==> src/rtl/ivr_pkg.sv <==
`timescale 1ns/1ps
package ivr_pkg;

  // Source of an acknowledge answer, brought out for the assertions
  typedef enum logic [1:0] {
    ACK_IDLE    = 2'd0,
    ACK_ADAPTER = 2'd1,
    ACK_DEVICE  = 2'd2,
    ACK_EMPTY   = 2'd3
  } ack_kind_e;

  // Mask with ones from bit lo to bit hi inclusive
  function automatic logic [31:0] window_mask(input int unsigned lo, input int unsigned hi);
    logic [31:0] m;
    m = '0;
    for (int unsigned i = 0; i < 32; i++) begin
      if (i >= lo && i <= hi) m[i] = 1'b1;
    end
    return m;
  endfunction

  // Device answer: offset merged with a table entry
  function automatic logic [31:0] merge_vector(input logic [31:0] ofs, input logic [31:0] entry);
    return ofs | entry;
  endfunction

endpackage

==> src/rtl/ivr_level_bank.sv <==
`timescale 1ns/1ps
module ivr_level_bank #(
  parameter int SRC   = 32,
  parameter int SRC_W = $clog2(SRC)
) (
  input  logic             clk,
  input  logic             rst_n,
  input  logic [SRC-1:0]   set_strb,
  input  logic             clr_en,
  output logic [SRC-1:0]   pend,
  output logic             any,
  output logic [SRC_W-1:0] first_idx
);

  // Lowest-numbered set bit; zero when none
  function automatic logic [SRC_W-1:0] lowest_idx(input logic [SRC-1:0] v);
    logic [SRC_W-1:0] r;
    r = '0;
    for (int i = SRC - 1; i >= 0; i--) begin
      if (v[i]) r = SRC_W'(i);
    end
    return r;
  endfunction

  logic [SRC-1:0] clr_mask;
  logic [SRC-1:0] pend_nxt;

  assign any       = |pend;
  assign first_idx = lowest_idx(pend);
  assign clr_mask  = clr_en ? (SRC'(1) << first_idx) : '0;
  assign pend_nxt  = (pend & ~clr_mask) | set_strb;

  always_ff @(posedge clk) begin
    if (!rst_n) pend <= '0;
    else        pend <= pend_nxt;
  end


  set_wins_chk: assert property (@(posedge clk) disable iff (!rst_n)
    (set_strb != '0) |=> ((pend & $past(set_strb)) == $past(set_strb)));


  clr_one_chk: assert property (@(posedge clk) disable iff (!rst_n)
    (clr_en && any && set_strb == '0) |=> ($countones(pend) == $countones($past(pend)) - 1));


  hold_chk: assert property (@(posedge clk) disable iff (!rst_n)
    (!clr_en && set_strb == '0) |=> $stable(pend));

endmodule

==> src/rtl/ivr_vector_table.sv <==
`timescale 1ns/1ps
module ivr_vector_table #(
  parameter int ENTRIES = 128,
  parameter int IDX_W   = $clog2(ENTRIES),
  parameter int VEC_W   = 16
) (
  input  logic             clk,
  input  logic             rst_n,
  input  logic             wr_en,
  input  logic [IDX_W-1:0] wr_idx,
  input  logic [VEC_W-1:0] wr_vec,
  input  logic [IDX_W-1:0] rd_idx,
  output logic [VEC_W-1:0] rd_vec
);

  logic [VEC_W-1:0] entry [ENTRIES];

  always_ff @(posedge clk) begin
    if (!rst_n) begin
      for (int i = 0; i < ENTRIES; i++) entry[i] <= '0;
    end else if (wr_en) begin
      entry[wr_idx] <= wr_vec;
    end
  end

  assign rd_vec = entry[rd_idx];

endmodule

==> src/rtl/intr_vector_responder.sv <==
`timescale 1ns/1ps
module intr_vector_responder
  import ivr_pkg::*;
#(
  parameter int NUM_LEVELS    = 4,
  parameter int SRC_PER_LEVEL = 32,
  parameter int VEC_W         = 16,
  parameter int OFS_LSB       = 9,
  parameter int OFS_MSB       = 13,
  localparam int LVL_W        = $clog2(NUM_LEVELS),
  localparam int SRC_W        = $clog2(SRC_PER_LEVEL),
  localparam int IDX_W        = LVL_W + SRC_W
) (
  input  logic                                clk,
  input  logic                                rst_n,
  input  logic [NUM_LEVELS*SRC_PER_LEVEL-1:0] req_set,
  input  logic                                tbl_wr_en,
  input  logic [IDX_W-1:0]                    tbl_wr_idx,
  input  logic [VEC_W-1:0]                    tbl_wr_vec,
  input  logic                                ofs_wr_en,
  input  logic [VEC_W-1:0]                    ofs_wr_data,
  output logic [VEC_W-1:0]                    ofs_rd,
  input  logic [NUM_LEVELS-1:0]               ctl_lvl_mask,
  input  logic [VEC_W-1:0]                    ctl_vector,
  input  logic                                adp_int_set,
  input  logic                                ack_valid,
  input  logic [LVL_W-1:0]                    ack_level,
  output logic                                vec_valid,
  output logic [VEC_W-1:0]                    vec_out,
  output logic [NUM_LEVELS-1:0]               lvl_req
);

  localparam int ENTRIES            = NUM_LEVELS * SRC_PER_LEVEL;
  localparam logic [31:0] OFS_WIN   = window_mask(OFS_LSB, OFS_MSB);
  localparam logic [VEC_W-1:0] OFS_KEEP = OFS_WIN[VEC_W-1:0];

  // Per-level state brought out as named wires
  logic [SRC_PER_LEVEL-1:0] lvl_pend  [NUM_LEVELS];
  logic [SRC_W-1:0]         lvl_first [NUM_LEVELS];
  logic [NUM_LEVELS-1:0]    lvl_any;
  logic [NUM_LEVELS-1:0]    lvl_clr;

  logic                     adp_pend;
  logic                     adapter_hit;
  ack_kind_e                ack_kind;
  logic [IDX_W-1:0]         tbl_rd_idx;
  logic [VEC_W-1:0]         tbl_rd_vec;
  logic [VEC_W-1:0]         vec_nxt;
  logic [VEC_W-1:0]         ofs_q;

  // ---------------- request banks ----------------
  for (genvar l = 0; l < NUM_LEVELS; l++) begin : g_lvl
    ivr_level_bank #(
      .SRC   (SRC_PER_LEVEL),
      .SRC_W (SRC_W)
    ) u_bank (
      .clk       (clk),
      .rst_n     (rst_n),
      .set_strb  (req_set[l*SRC_PER_LEVEL +: SRC_PER_LEVEL]),
      .clr_en    (lvl_clr[l]),
      .pend      (lvl_pend[l]),
      .any       (lvl_any[l]),
      .first_idx (lvl_first[l])
    );
    assign lvl_clr[l] = (ack_kind == ACK_DEVICE) && (ack_level == LVL_W'(l));
    assign lvl_req[l] = (adp_pend & ctl_lvl_mask[l]) | lvl_any[l];
  end

  // ---------------- vector table ----------------
  assign tbl_rd_idx = {ack_level, lvl_first[ack_level]};

  ivr_vector_table #(
    .ENTRIES (ENTRIES),
    .IDX_W   (IDX_W),
    .VEC_W   (VEC_W)
  ) u_table (
    .clk    (clk),
    .rst_n  (rst_n),
    .wr_en  (tbl_wr_en),
    .wr_idx (tbl_wr_idx),
    .wr_vec (tbl_wr_vec),
    .rd_idx (tbl_rd_idx),
    .rd_vec (tbl_rd_vec)
  );

  // ---------------- offset register ----------------
  always_ff @(posedge clk) begin
    if (!rst_n)         ofs_q <= '0;
    else if (ofs_wr_en) ofs_q <= ofs_wr_data & OFS_KEEP;
  end
  assign ofs_rd = ofs_q;

  // ---------------- acknowledge decision ----------------
  assign adapter_hit = adp_pend && ctl_lvl_mask[ack_level];

  always_comb begin
    if (!ack_valid)               ack_kind = ACK_IDLE;
    else if (adapter_hit)         ack_kind = ACK_ADAPTER;
    else if (lvl_any[ack_level])  ack_kind = ACK_DEVICE;
    else                          ack_kind = ACK_EMPTY;
  end

  always_comb begin
    case (ack_kind)
      ACK_ADAPTER: vec_nxt = ctl_vector;
      ACK_DEVICE:  vec_nxt = VEC_W'(merge_vector(32'(ofs_q), 32'(tbl_rd_vec)));
      default:     vec_nxt = ofs_q;
    endcase
  end

  always_ff @(posedge clk) begin
    if (!rst_n) begin
      adp_pend  <= 1'b0;
      vec_valid <= 1'b0;
      vec_out   <= '0;
    end else begin
      if (adp_int_set)                  adp_pend <= 1'b1;
      else if (ack_kind == ACK_ADAPTER) adp_pend <= 1'b0;
      vec_valid <= ack_valid;
      if (ack_valid) vec_out <= vec_nxt;
    end
  end


  ack_resp_chk: assert property (@(posedge clk) disable iff (!rst_n)
    ack_valid |=> vec_valid);


  no_spurious_chk: assert property (@(posedge clk) disable iff (!rst_n)
    !ack_valid |=> !vec_valid);


  adp_clear_chk: assert property (@(posedge clk) disable iff (!rst_n)
    (ack_valid && adp_pend && ctl_lvl_mask[ack_level] && !adp_int_set) |=> !adp_pend);


  adp_vec_chk: assert property (@(posedge clk) disable iff (!rst_n)
    (ack_valid && adp_pend && ctl_lvl_mask[ack_level]) |=> (vec_out == $past(ctl_vector)));


  empty_chk: assert property (@(posedge clk) disable iff (!rst_n)
    (ack_valid && !adapter_hit && lvl_pend[ack_level] == '0) |=> (vec_out == $past(ofs_rd)));


  ofs_window_chk: assert property (@(posedge clk) disable iff (!rst_n)
    ofs_wr_en |=> (ofs_rd == ($past(ofs_wr_data) & OFS_KEEP)));


  summary_adp_chk: assert property (@(posedge clk) disable iff (!rst_n)
    adp_pend |-> ((lvl_req & ctl_lvl_mask) == ctl_lvl_mask));


  summary_idle_chk: assert property (@(posedge clk) disable iff (!rst_n)
    !adp_pend |-> (lvl_req == lvl_any));


  reset_chk: assert property (@(posedge clk)
    !rst_n |=> (!vec_valid && !adp_pend && ofs_rd == '0));

endmodule

==> config.mk <==
export PLATFORM = sky130hd
export DESIGN_NAME = intr_vector_responder
export DESIGN_NICKNAME = d
export VERILOG_FILES = /design/src/rtl/ivr_pkg.sv /design/src/rtl/ivr_level_bank.sv /design/src/rtl/ivr_vector_table.sv /design/src/rtl/intr_vector_responder.sv
export SDC_FILE = /design/constraint.sdc
export NUM_CORES = 2
export LEC_CHECK = 0
export ABC_CLOCK_PERIOD_IN_PS = 6370
export BUFFER_PORTS_ARGS = -buffer_cell sky130_fd_sc_hd__buf_2
export CORE_MARGIN = 2
export CORE_UTILIZATION = 34
export DETAILED_ROUTE_END_ITERATION = 10
export PLACE_DENSITY = 0.58
export SYNTH_ARGS = -nofsm -noshare
export SYNTH_HDL_FRONTEND = slang
export SYNTH_SLANG_ARGS = --single-unit
export TNS_END_PERCENT = 10
==> constraint.sdc <==
create_clock -name clk -period 6.37 [get_ports clk]
set_input_delay 0.637 -clock clk [delete_from_list [all_inputs] [get_ports clk]]
set_output_delay 0.637 -clock clk [all_outputs]
set_load 0.005 [all_outputs]
==> flow_metrics.env <==
export IMPL_combinationalPowerShare=0.150
export IMPL_startpoint="g_lvl[3].u_bank.pend[26]"
export IMPL_pre_cts_ws_ns=0.8811
export IMPL_crit_slowest_cell="mux2i_4"
export IMPL_critPathLaunchType="flip-flop"
export IMPL_grt_max_degree=90
export IMPL_path_clk_slew_ns=0.06
export IMPL_areaGrowthSynthToFinish_pct=14.49
export IMPL_slew_headroom=0.01215
export IMPL_layout_commonest_cell="and2_1"
export IMPL_fin_skew_ns=0.04309
export IMPL_use_met3=0.05568
export IMPL_gp_congestion=0.9152
export IMPL_drive_above_1_share=0.1244
export IMPL_seq_power_share=0.475
export IMPL_drc=0
export IMPL_synth_ff_type="edfxtp_1"
export IMPL_cp_num_buf_inv=2
export IMPL_reg2reg_slack_ns=0.56
export IMPL_core_area_um2=305600
export IMPL_ys_seq_elements=2199
export IMPL_cts_made_buffers=228
export IMPL_dr_pass1_iters=10
export IMPL_drv_cap=0
export IMPL_nFillCells=29049
export IMPL_ys_seq_area_frac=0.6188
export IMPL_grtUsageTotal=0.2383
export IMPL_crit_type="flip-flop to flip-flop"
export IMPL_p_leak_nw=43.10
export IMPL_grt_pass1_vias=70603
export IMPL_cp_max_fo=52
export IMPL_max_freq_ghz=0.1721
export IMPL_numClockSinks=2199
export IMPL_p_sw_mw=9.932
export IMPL_root_buffer="clkbuf_16"
export IMPL_port_buffers=209
export IMPL_peakVddDrop_mv=0.3040
export IMPL_slew_viol_final=0
export IMPL_grt_busiest_layer="met2"
export IMPL_grt_pass1_wl_mm=533.5
export IMPL_totalPowerFinal_mw=35.37
export IMPL_slowest_delay_ns=0.72
export IMPL_hpwl_mm=243.7
export IMPL_synth_edff_count=2048
export IMPL_finalCritPeriodShare=0.9124
export IMPL_hold_ws_ns=0.04668
export IMPL_via_count=75659
export IMPL_start_util=0.3413
export IMPL_grt_setup_unrepaired="no"
export IMPL_use_met1=0.3380
export IMPL_netlist_cell_type_count=95
export IMPL_insertion_delay_ns=0.89
export IMPL_cpMostUsedCell="o21ai_0"
export IMPL_layout_nets=9506
export IMPL_wl_mm=381.4
export IMPL_rr_worst_depth=14
export IMPL_grt_use_met2=0.3541
export IMPL_async_flop_share=0
export IMPL_setup_viol=0
export IMPL_synth_area_um2=104300
export IMPL_timing_rr_start="g_lvl[3].u_bank.pend[26]"
export IMPL_layout_common_cells="and2_1 (2055), edfxtp_1 (2048), nand2_1 (1514), nand3_1 (432), buf_4 (400)"
export IMPL_io_pins=232
export IMPL_cts_tree="done"
export IMPL_p_clk_frac=0.375
export IMPL_grt_overflow=0
export IMPL_die_y_um=557.8
export IMPL_crit_end="vec_out[14]"
export IMPL_final_setup_tns_ns=0
export IMPL_reg2reg_to="vec_out[14]"
export IMPL_wl_per_cell_um=27.99
export IMPL_status="finished clean"
export IMPL_cp_required_ns=7.10
export IMPL_die_area_um2=311100
export IMPL_die_w_um=557.8
export IMPL_netlist_instances=9103
export IMPL_cp_cell_sequence="nor4_1, a211oi_1, o21ai_1, a22oi_2, mux2i_4, buf_12, mux4_2, mux2i_1, o21ai_0, a221oi_1, buf_4, o311ai_0, o21ai_0, o31ai_1"
export IMPL_antenna_found_initial=27
export IMPL_cp_depth=14
export IMPL_path_delay_family="compound AO/OA/AOI/OAI gates"
export IMPL_worst_slack_ns=0.5579
export IMPL_drtIter0Drc=11156
export IMPL_syn_area_per_cell_um2=11.45
export IMPL_p_int_mw=25.44
export IMPL_arrival_ns=6.54
export IMPL_ys_warn_count=0
export IMPL_period_needed_ns=5.812
export IMPL_min_from="req_set[17]"
export IMPL_drtAntennaViolNets=0
export IMPL_htreeDepth=4
export IMPL_finalHoldViolCount=0
export IMPL_post_cts_buffers=0
export IMPL_clockBufferDepth=3
export IMPL_viasPerCell=5.553
export IMPL_hold_path_class="input port to flip-flop"
export IMPL_fin_util=0.3907
export IMPL_max_slew_worst_pin_slew_ns=1.476
export IMPL_p_per_area_nw_per_um2=296.3
export IMPL_fp_row_count=203
export IMPL_endpoint_kind="flip-flop"
export IMPL_swShare=0.2808
## cells by family after synthesis
| family | count (synthesis) | share of synthesized area |
|---|---|---|
| flip-flops | 2199 | 0.6188 |
| multiplexers | 282 | 0.04137 |
| other | 1 | 0.00003596 |
| AO/OA/AOI/OAI | 1040 | 0.06703 |
| buffers and inverters | 820 | 0.03546 |
| AND/OR/NAND/NOR | 4761 | 0.2373 |
## cell usage after synthesis (12+ instances only)
library cell  number  area, um^2
a211oi_1          19       142.6
a21boi_0          13       97.59
a21oi_1          203        1016
a221oi_1          12       105.1
a311oi_1         110       963.4
a31oi_1          105       656.9
and2_1          2055       12860
and3_1           152       950.9
buf_1             17       63.81
buf_2            198       991.0
buf_4             75       563.0
buf_6             12       135.1
clkbuf_1         479        1798
dfxtp_1          151        3023
edfxtp_1        2048       61500
inv_1             38       142.6
mux2_2            14       157.7
mux2i_1          149        1491
mux4_2           117        2635
nand2_1         1520        5705
nand2b_1          21       131.4
nand3_1          434        2172
nand4_1           28       175.2
nor2_1           314        1179
nor2b_1           64       400.4
nor3_1            43       215.2
nor4_1            53       331.6
o211ai_1          20       150.1
o21a_1           140        1051
o21ai_0          208        1041
o21ai_1           15       75.07
o221ai_1          19       166.4
o22ai_1           37       231.5
or3_1             15       93.84
or4_1             23       172.7
## power by group through the flow
stage               combinational (mW)  clock, mW  sequential (mW)
global placement                  5.12          0             17.0
floorplan                         2.87          0             17.0
detailed placement                5.14          0             17.1
CTS                               5.21       13.3             16.8
finish                            5.31       13.3             16.8
global route                      5.54       13.9             16.8
## final cells by class
cell class / count / area [um^2] / area share
inverter: 39 / 146.4 / 0.001226
tap: 4100 / 5130 / 0.04297
antenna: 17 / 42.54 / 0.0003563
timing repair buffer: 749 / 5926 / 0.04964
multi-input combinational: 6094 / 36370 / 0.3047
clock buffer: 282 / 5982 / 0.05011
sequential: 2199 / 64520 / 0.5405
clock inverter: 145 / 1257 / 0.01053
## metal layers
layer / part of all wire / vias up
met5: 0.00014 / -
met4: 0.039 / 10
met3: 0.11 / 659
met2: 0.44 / 4184
met1: 0.41 / 38293
li1: - / 32513
## tightest hold or removal path, cell delays in order
cell and delay, ns:
buf_2 0.11, a21oi_1 0.04, nor2b_1 0.09
## what timing repair did
item                      in CTS  in global routing
gates resized for setup        0                  0
hold endpoints to repair     116                  0
hold buffers                 116                  0
## how the worst min path moves through the flow
stage | endpoint | slack (ns) | cells past startpoint
after floorplan | g_lvl[0].u_bank.pend[25] | 0.50 | 2
after global placement | g_lvl[0].u_bank.pend[12] | 0.53 | 2
after detailed placement | g_lvl[0].u_bank.pend[25] | 0.54 | 2
after CTS | g_lvl[0].u_bank.pend[17] | 0.001 | 3
after global routing | g_lvl[0].u_bank.pend[14] | 0.03 | 2
final | g_lvl[0].u_bank.pend[17] | 0.05 | 3
## registers in the layout (all words and copies together), names as in the netlist
signal,flops
u_table.entry,2048
g_lvl.u_bank.pend,128
vec_out,16
ofs_rd,5
adp_pend,1
vec_valid,1
## per-stage QoR
stage	cells	instance area, um^2
after floorplan	9113	104300
after global placement	13061	110900
after detailed placement	13063	110900
after CTS	13606	119300
after global routing	13614	119400
final	13625	119400
(Power assumes the default switching activity.)
